## config.mk

```make
export PLATFORM = sky130hd
export DESIGN_NAME = mac_periph
export DESIGN_NICKNAME = d
export VERILOG_FILES = /design/src/rtl/mac_pkg.sv /design/src/rtl/mac_operands.sv /design/src/rtl/mac_arith.sv /design/src/rtl/mac_result.sv /design/src/rtl/mac_periph.sv
export SDC_FILE = /design/constraint.sdc
export NUM_CORES = 1
export LEC_CHECK = 0
export BUFFER_PORTS_ARGS = -buffer_cell sky130_fd_sc_hd__buf_4
export CAP_MARGIN = 20
export CELL_PAD_IN_SITES_DETAIL_PLACEMENT = 1
export CELL_PAD_IN_SITES_GLOBAL_PLACEMENT = 2
export CORE_UTILIZATION = 37
export CTS_BUF_LIST = sky130_fd_sc_hd__clkbuf_4 sky130_fd_sc_hd__clkbuf_8 sky130_fd_sc_hd__clkbuf_16
export DETAILED_ROUTE_END_ITERATION = 6
export PLACE_DENSITY = 0.89
export SETUP_SLACK_MARGIN = 0.02
export SLEW_MARGIN = 40
export SYNTH_ARGS = -nofsm -noshare
export SYNTH_HDL_FRONTEND = slang
export SYNTH_SLANG_ARGS = --single-unit
```

## constraint.sdc

```tcl
create_clock -name clk -period 8.6 [get_ports clk]
set_input_delay 0.86 -clock clk [delete_from_list [all_inputs] [get_ports clk]]
set_output_delay 0.86 -clock clk [all_outputs]
set_load 0.02 [all_outputs]
```

## src/rtl/mac_pkg.sv

```systemverilog
package mac_pkg;

  // bit 0 of the mode selects signed arithmetic, bit 1 selects accumulation
  typedef enum logic [1:0] {
    MD_UMUL = 2'd0,
    MD_SMUL = 2'd1,
    MD_UMAC = 2'd2,
    MD_SMAC = 2'd3
  } mac_mode_e;

  localparam int unsigned IDX_OP1_LAST = 3;
  localparam int unsigned IDX_OP2      = 4;
  localparam int unsigned IDX_RES_LO   = 5;
  localparam int unsigned IDX_RES_HI   = 6;
  localparam int unsigned IDX_EXT      = 7;

  function automatic logic mode_is_signed(input mac_mode_e m);
    return m[0];
  endfunction

endpackage

```

## src/rtl/mac_operands.sv

```systemverilog
module mac_operands
  import mac_pkg::*;
#(
  parameter int unsigned DATA_W = 16
) (
  input  logic              clk,
  input  logic              rst,
  input  logic              op1_we,
  input  logic              op2_we,
  input  logic              byte_wr,
  input  mac_mode_e         mode_in,
  input  logic [DATA_W-1:0] wdata,
  output logic [DATA_W-1:0] op1_q,
  output logic [DATA_W-1:0] op2_q,
  output logic [DATA_W-1:0] op2_val,
  output mac_mode_e         mode_q
);

  localparam int unsigned BYTE_W = DATA_W / 2;
  localparam int unsigned HIGH_W = DATA_W - BYTE_W;

  function automatic logic [DATA_W-1:0] widen(input logic [DATA_W-1:0] d,
                                              input logic is_byte,
                                              input logic sgn);
    logic [DATA_W-1:0] r;
    if (is_byte) r = {{HIGH_W{sgn & d[BYTE_W-1]}}, d[BYTE_W-1:0]};
    else         r = d;
    return r;
  endfunction

  logic [DATA_W-1:0] op1_val;

  // operand 1 is widened by the mode carried in its own address
  always_comb op1_val = widen(wdata, byte_wr, mode_is_signed(mode_in));
  // operand 2 is widened by the mode already held
  always_comb op2_val = widen(wdata, byte_wr, mode_is_signed(mode_q));

  always_ff @(posedge clk) begin
    if (rst) begin
      op1_q  <= '0;
      op2_q  <= '0;
      mode_q <= MD_UMUL;
    end else begin
      if (op1_we) begin
        op1_q  <= op1_val;
        mode_q <= mode_in;
      end
      if (op2_we) op2_q <= op2_val;
    end
  end

endmodule

```

## src/rtl/mac_arith.sv

```systemverilog
module mac_arith
  import mac_pkg::*;
#(
  parameter int unsigned DATA_W = 16
) (
  input  logic [DATA_W-1:0]   op1,
  input  logic [DATA_W-1:0]   op2,
  input  mac_mode_e           mode,
  input  logic [2*DATA_W-1:0] acc,
  output logic [2*DATA_W-1:0] next_res,
  output logic [DATA_W-1:0]   next_ext
);

  localparam int unsigned PROD_W = 2 * DATA_W;

  logic [PROD_W-1:0] prod_u;
  logic [PROD_W-1:0] prod_s;
  logic [PROD_W-1:0] prod;
  logic [PROD_W:0]   sum;

  always_comb begin
    prod_u = {{DATA_W{1'b0}}, op1} * {{DATA_W{1'b0}}, op2};
    prod_s = $unsigned($signed({{DATA_W{op1[DATA_W-1]}}, op1}) *
                       $signed({{DATA_W{op2[DATA_W-1]}}, op2}));
    prod   = mode_is_signed(mode) ? prod_s : prod_u;
    sum    = {1'b0, acc} + {1'b0, prod};
  end

  always_comb begin
    unique case (mode)
      MD_UMUL: begin
        next_res = prod;
        next_ext = '0;
      end
      MD_SMUL: begin
        next_res = prod;
        next_ext = {DATA_W{prod[PROD_W-1]}};
      end
      MD_UMAC: begin
        next_res = sum[PROD_W-1:0];
        next_ext = {{(DATA_W-1){1'b0}}, sum[PROD_W]};
      end
      default: begin
        next_res = sum[PROD_W-1:0];
        next_ext = {DATA_W{sum[PROD_W-1]}};
      end
    endcase
  end

endmodule

```

## src/rtl/mac_result.sv

```systemverilog
module mac_result #(
  parameter int unsigned DATA_W = 16
) (
  input  logic                clk,
  input  logic                rst,
  input  logic                go,
  input  logic                lo_we,
  input  logic                hi_we,
  input  logic [DATA_W-1:0]   wdata,
  input  logic [2*DATA_W-1:0] next_res,
  input  logic [DATA_W-1:0]   next_ext,
  output logic [2*DATA_W-1:0] res_q,
  output logic [DATA_W-1:0]   ext_q
);

  always_ff @(posedge clk) begin
    if (rst) begin
      res_q <= '0;
      ext_q <= '0;
    end else if (go) begin
      res_q <= next_res;
      ext_q <= next_ext;
    end else begin
      if (lo_we) res_q[DATA_W-1:0]        <= wdata;
      if (hi_we) res_q[2*DATA_W-1:DATA_W] <= wdata;
    end
  end

endmodule

```

## src/rtl/mac_periph.sv

```systemverilog
module mac_periph
  import mac_pkg::*;
#(
  parameter int unsigned DATA_W = 16,
  parameter int unsigned ADDR_W = 3
) (
  input  logic              clk,
  input  logic              rst,
  input  logic              wr_en,
  input  logic              byte_wr,
  input  logic [ADDR_W-1:0] addr,
  input  logic [DATA_W-1:0] wdata,
  output logic [DATA_W-1:0] rdata
);

  localparam int unsigned PROD_W = 2 * DATA_W;

  logic              is_op1, is_op2, is_lo, is_hi, is_ext;
  logic [DATA_W-1:0] op1_q, op2_q, op2_val, ext_q, next_ext;
  logic [PROD_W-1:0] res_q, next_res;
  mac_mode_e         mode_q;
  mac_mode_e         mode_in;

  always_comb begin
    is_op1  = addr <= ADDR_W'(IDX_OP1_LAST);
    is_op2  = addr == ADDR_W'(IDX_OP2);
    is_lo   = addr == ADDR_W'(IDX_RES_LO);
    is_hi   = addr == ADDR_W'(IDX_RES_HI);
    is_ext  = addr == ADDR_W'(IDX_EXT);
    mode_in = mac_mode_e'(addr[1:0]);
  end

  mac_operands #(.DATA_W(DATA_W)) u_ops (
    .clk     (clk),
    .rst     (rst),
    .op1_we  (wr_en & is_op1),
    .op2_we  (wr_en & is_op2),
    .byte_wr (byte_wr),
    .mode_in (mode_in),
    .wdata   (wdata),
    .op1_q   (op1_q),
    .op2_q   (op2_q),
    .op2_val (op2_val),
    .mode_q  (mode_q)
  );

  mac_arith #(.DATA_W(DATA_W)) u_arith (
    .op1      (op1_q),
    .op2      (op2_val),
    .mode     (mode_q),
    .acc      (res_q),
    .next_res (next_res),
    .next_ext (next_ext)
  );

  mac_result #(.DATA_W(DATA_W)) u_res (
    .clk      (clk),
    .rst      (rst),
    .go       (wr_en & is_op2),
    .lo_we    (wr_en & is_lo),
    .hi_we    (wr_en & is_hi),
    .wdata    (wdata),
    .next_res (next_res),
    .next_ext (next_ext),
    .res_q    (res_q),
    .ext_q    (ext_q)
  );

  always_ff @(posedge clk) begin
    if (rst) begin
      rdata <= '0;
    end else begin
      rdata <= '0;
      if (is_op1) rdata <= op1_q;
      if (is_op2) rdata <= op2_q;
      if (is_lo)  rdata <= res_q[DATA_W-1:0];
      if (is_hi)  rdata <= res_q[PROD_W-1:DATA_W];
      if (is_ext) rdata <= ext_q;
    end
  end

endmodule

```

---- After elaboration in Yosys (flattened, before gate mapping) ----
Index checks and enable logic that the tools add are counted.
operators by class
  add/sub/neg operators ................... 1
  multiply operators ...................... 2
  $lt $le $gt $ge ......................... 1
  eq/ne operators ......................... 6
  multiplexer cells ....................... 13
  bitwise gates (word level) .............. 6
  reductions and logical operators ........ 4
operator list
  kind                                                  number
  2-to-1 mux 16 bit                                     9
  2-to-1 mux 32 bit                                     3
  multiplier 16 x 16 -> 32 bit                          2
  case mux 16 bit (3 select lines)                      1
  adder 32 x 32 -> 33 bit                               1
  == test 3 bit (second input constant)                 4
  bitwise AND 1 bit                                     6
  nonzero test 2 bit                                    2
  <= comparator 3 x 2 -> 1 bit (second input constant)  1
  == test 2 x 1 -> 1 bit (second input constant)        1
  == test 2 bit (second input constant)                 1
  logical NOT 2 bit                                     1
  OR reduction 2 bit                                    1
storage, ports and cells
  register bits after elaboration ......... 98
  input bits .............................. 23
  output and inout bits ................... 16
  word-level logic and storage cells ...... 40

---- Logic depth before layout (Yosys ltp) ----
  depth after elaboration ................. 7
  gate-level depth with buffers ........... 39
  gate-level depth less buffers ........... 37

---- By module ----
From an unflattened synthesis, not the netlist that was laid out.
unflattened totals
  cells, all modules ...................... 2378
  area, all modules ....................... 21411.8 µm²
by module, submodules not included
  module        times used  cells an instance  area each (µm²)  sequential area each (µm²)
  mac_arith     1           1947               16846.2          0.0
  mac_result    1           194                2099.5           960.9
  mac_operands  1           140                1360.1           680.7
  mac_periph    1           97                 1106.1           320.3

---- Worst setup path before layout ----
Ideal clock, no wire load.
  path type ............................... in2reg
  from .................................... in byte_wr
  to ...................................... reg u_res.res_q[30]
  setup time .............................. 72 ps
  data arrival time ....................... 8530 ps
  required time ........................... 8528 ps
  path slack .............................. -2 ps
  stages on the path ...................... 34
  buffers on the path ..................... 2
  path through ............................ buf_1 nand3_1 nand2_1 clkbuf_1 nand2_1 fa_1 inv_1 fa_1 inv_1 fa_1 xor2_1 ha_1 o21bai_1 fa_1 inv_1 fa_1 inv_1 ha_1 nand2_1 or3_1 a311oi_1 o31a_1 nor2_2 xor2_1 a21oi_1 ha_1 nand4_1 nor3_1 a211o_2 a221o_2 a211oi_2 xnor2_1 o221ai_2 a2bb2oi_1
between the ends
  word-level cells in the longest chain between the ends .. 6
  elaborated cells between the ends (all ways) .. 7
  classes of those cells .................. 1 x add/sub; 2 x mul; 4 x mux
ends and longest elaborated chain
  element                                                 RTL line                          source
  from (decl)                                             mac_periph.sv:10                  input logic byte_wr,
  2-to-1 mux 16 bit *                                     mac_operands.sv:26                if (is_byte) r = {{HIGH_W{sgn & d[BYTE_W-1]}}, d[BYTE_W-1:0]};
  multiplier 16 x 16 -> 32 bit, on equally long branches  mac_arith.sv:22, mac_arith.sv:23
  2-to-1 mux 32 bit *                                     mac_arith.sv:25                   prod = mode_is_signed(mode) ? prod_s : prod_u;
  adder 32 x 32 -> 33 bit                                 mac_arith.sv:26                   sum = {1'b0, acc} + {1'b0, prod};
  2-to-1 mux 32 bit *                                     mac_arith.sv:30                   unique case (mode)
  2-to-1 mux 32 bit *                                     mac_result.sv:20                  end else if (go) begin
  to (signal assigned)                                    mac_result.sv:21                  res_q <= next_res;
  to (signal, indexed assignment)                         mac_result.sv:24                  if (lo_we) res_q[DATA_W-1:0] <= wdata;
  to (signal, indexed assignment)                         mac_result.sv:25                  if (hi_we) res_q[2*DATA_W-1:DATA_W] <= wdata;
  to (decl)                                               mac_result.sv:12                  output logic [2*DATA_W-1:0] res_q,
Mark *: on every way between the ends. The rest lies on a longest branch, timed or not.
A chain may end at the register's enable or synchronous reset.

---- Worst setup path in the final report ----
  from .................................... in byte_wr
  to ...................................... reg u_res.res_q[28]
The elaborated chain is that of the path after synthesis.

==> impl_metrics.json <==
{
  "fp-row-count": 85,
  "ys.flop_type": "dfxtp_1",
  "tightest_slew_ns": 0.865,
  "avgSynthCellArea_sq_um": 8.40,
  "power_switching_share": 0.504,
  "crit_buf_inv": 9,
  "finalHoldViolations": 0,
  "switchingPower_mw": 2.27,
  "cpMaxStageDelayCell": "fa_1",
  "timing.final.crit_share": 0.977,
  "overflow": 0,
  "p_leak_nw": 12.1,
  "grt.total_usage": 0.270,
  "coreArea_sq_mm": 0.0540,
  "antenna_found_initial": 2,
  "start_kind": "input pin",
  "required_ns": 8.87,
  "portBuffers": 38,
  "slowest_delay_ns": 0.56,
  "cts-buffers-inserted": 9,
  "cp.arrival_ns": 8.67,
  "grt_max_degree": 74,
  "synth_top_cells_by_area": "fa_1 (36%), ha_1 (12%), inv_1 (8.8%)",
  "synth.most_common_cell": "inv_1",
  "max_freq_ghz": 0.119,
  "crit_path_end": "u_res.res_q[28]",
  "vdd.ir_drop.worst_v": 0.000147,
  "syn_nets": 3000,
  "seq_power_share": 0.097,
  "cp_max_fo": 5,
  "area_growth_pct": 18.2,
  "synth_top_area_cell": "fa_1",
  "p_clk_frac": 0.100,
  "relSlewSlack": 0.420,
  "slew_violations": 0,
  "async_flop_share": 0,
  "whs_path_depth": 2,
  "clk_pin_slew_ns": 0.07,
  "synth_cell_types": 78,
  "die_x_um": 237,
  "clk_latency_ns": 0.36,
  "syn_area_sq_mm": 0.0203,
  "utilization": 0.445,
  "r2r-end": "u_res.res_q[28]",
  "dp.cells": 3303,
  "yosys_warnings": 0,
  "setup_viol": 0,
  "power.share.combinational": 0.803,
  "diodes": 0,
  "multi_input_area_sq_mm": 0.0170,
  "final_nets": 3209,
  "r2r-start": "u_ops.op1_q[5]",
  "r2r_cells": 32,
  "synth-seq-cells": 84,
  "synthCells": 2422,
  "drtAntennaViolNets": 0,
  "die_height_um": 237,
  "min_path_type": "reg -> reg",
  "dpl-instance-area_sq_mm": 0.0231,
  "hpwl_mm": 61.3,
  "rrSetupSlack_ns": 0.32,
  "fin_area_sq_mm": 0.0241,
  "crit_start": "byte_wr",
  "clk_path_buf_depth": 2,
  "path_common_cell": "fa_1",
  "ios": 39,
  "drc": 0,
  "yosysSeqAreaShare": 0.0826,
  "cap_violations": 0,
  "crit_cells": 35,
  "initial_core_util": 0.377,
  "tritoncts": "built",
  "drive_gt1_frac": 0.169,
  "p_int_mw": 2.23,
  "wl_per_cell_um": 22.2,
  "grt_pass1_wl_mm": 116,
  "synth_edf_count": 0,
  "via_count": 18100,
  "clock-sinks": 84,
  "post_drt_via_cell_ratio": 5.42,
  "p_total_mw": 4.50,
  "outcome": "complete, no violations",
  "powerDensity_mw_per_mm2": 187,
  "wl_mm": 74.1,
  "synth.top_cells.by_count": "inv_1 (475), fa_1 (363), nand2_1 (306), ha_1 (192), a21oi_1 (151)",
  "endpoint_kind": "flop",
  "gp_congestion": 0.975,
  "fillerInstances": 6409,
  "critPathKind": "in -> reg",
  "die_area_sq_mm": 0.0559,
  "yosysTopAreaCellShare": 0.357,
  "dr.first_iter.drc_count": 1040,
  "finClkSkew_ns": 0.0129,
  "crit_family": "adder cells",
  "firstDrtPassIters": 5,
  "grt_pass1_vias": 20300,
  "cts_max_level": 3,
  "ff_latch_area_sq_mm": 0.00169,
  "final_cells": 3332,
  "ctsHoldBuffers": 0,
  "cts_root_buffer": "clkbuf_16",
  "finalCriticalPeriod_ns": 8.40
}
## stage by stage
stage	setup WS (ns)	TNS, ns	hold slack, ns
4_1_cts	0.0301	0	0.460
5_1_grt	-0.0492	-0.164	0.478
2_1_floorplan	0.0590	0	0.433
3_5_place_dp	-0.597	-5.68	0.449
3_3_place_gp	-0.395	-3.67	0.441
6_report	0.201	0	0.461
## flip-flops by register name (all words and copies together) (netlist names)
register and cells:
rdata 16, u_res.res_q 32, u_ops.op1_q 16, u_ops.mode_q 2, u_ops.op2_q 16, u_res.ext_q 2
## cells in the final DEF, fill, tap and decap left out, types with 8 or more instances in the layout
cell type    n
fa_1       360
ha_1       181
nor3_1      26
xor2_1      26
dfxtp_1     81
and3_1      12
a211oi_1    27
ha_4         8
xnor2_1     63
a31oi_1     16
nor2_2       8
o21ai_0     72
inv_1      472
o221ai_1    16
o21bai_1    11
nand2b_1    17
a21o_1      33
o21a_1      11
a21oi_2     18
a21oi_1    133
nor2b_1      8
or3_1        9
nand3_1     17
mux2i_1     25
nand2_1    295
o211ai_1    19
buf_4      303
and2_1      97
nor2_1      97
clkbuf_16    9
## power groups by stage
stage          combinational, mW  clock [mW]  sequential (mW)
4_1_cts                     3.40       0.453            0.435
2_1_floorplan               1.94           0            0.429
3_5_place_dp                3.35           0            0.444
6_report                    3.62       0.451            0.437
5_1_grt                     3.93       0.468            0.437
3_3_place_gp                3.20           0            0.443
## timing repair
| item | in CTS | in global routing |
|---|---|---|
| endpoints found under the setup margin | 10 | 14 |
| setup buffers | 0 | 11 |
| pin swaps | 0 | 38 |
| gates cloned | 0 | 1 |
| resized for setup | 24 | 106 |
## final cells by class
cell class                      instances  area share
Inverter                              477      0.0744
Clock inverter                          6     0.00400
Clock buffer                           10     0.00967
Multi-Input combinational cell       1745       0.705
Tap cell                              696      0.0362
Timing Repair Buffer                  314       0.101
Sequential cell                        84      0.0700
## worst register-to-register path, delay by kind of cell (launching register included)
kind / cells / cell delay (ns)
flops: 1 / 0.64
buf+inv: 8 / 0.96
xor+xnor: 2 / 0.30
simple gates: 7 / 1.04
compound gates: 7 / 1.70
fa+ha+maj: 8 / 3.56
## routing by layer
layer  wire (um)  share of wire  vias to the layer above  global-route usage
met1       30500           0.41                     9320               0.342
met2       36400           0.49                      470               0.462
met5          13        0.00018                        -                   0
met3        3160          0.043                      176              0.0270
li1            -              -                     8082                   -
met4        4030          0.054                        2               0.128
## how the worst min path moves through the flow
stage,startpoint,to
finish,u_ops.op2_q[1],u_ops.op2_q[1]
global placement,u_ops.op2_q[3],u_ops.op2_q[3]
floorplan,u_ops.op2_q[0],u_ops.op2_q[0]
global route,u_ops.op2_q[1],u_ops.op2_q[1]
detailed placement,u_ops.op2_q[1],u_ops.op2_q[1]
CTS,u_ops.op2_q[1],u_ops.op2_q[1]
## cell families after synthesis
family	Yosys count	share of synthesized area
and+or+nand+nor	640	0.144
AOI/OAI and AO/OA	433	0.135
buffers and inverters	593	0.110
muxes	27	0.0140
xor gates and xnor gates	90	0.0387
DFF	84	0.0826
adders and majority gates	555	0.475
Note: power is estimated with default switching activity, not from simulation.
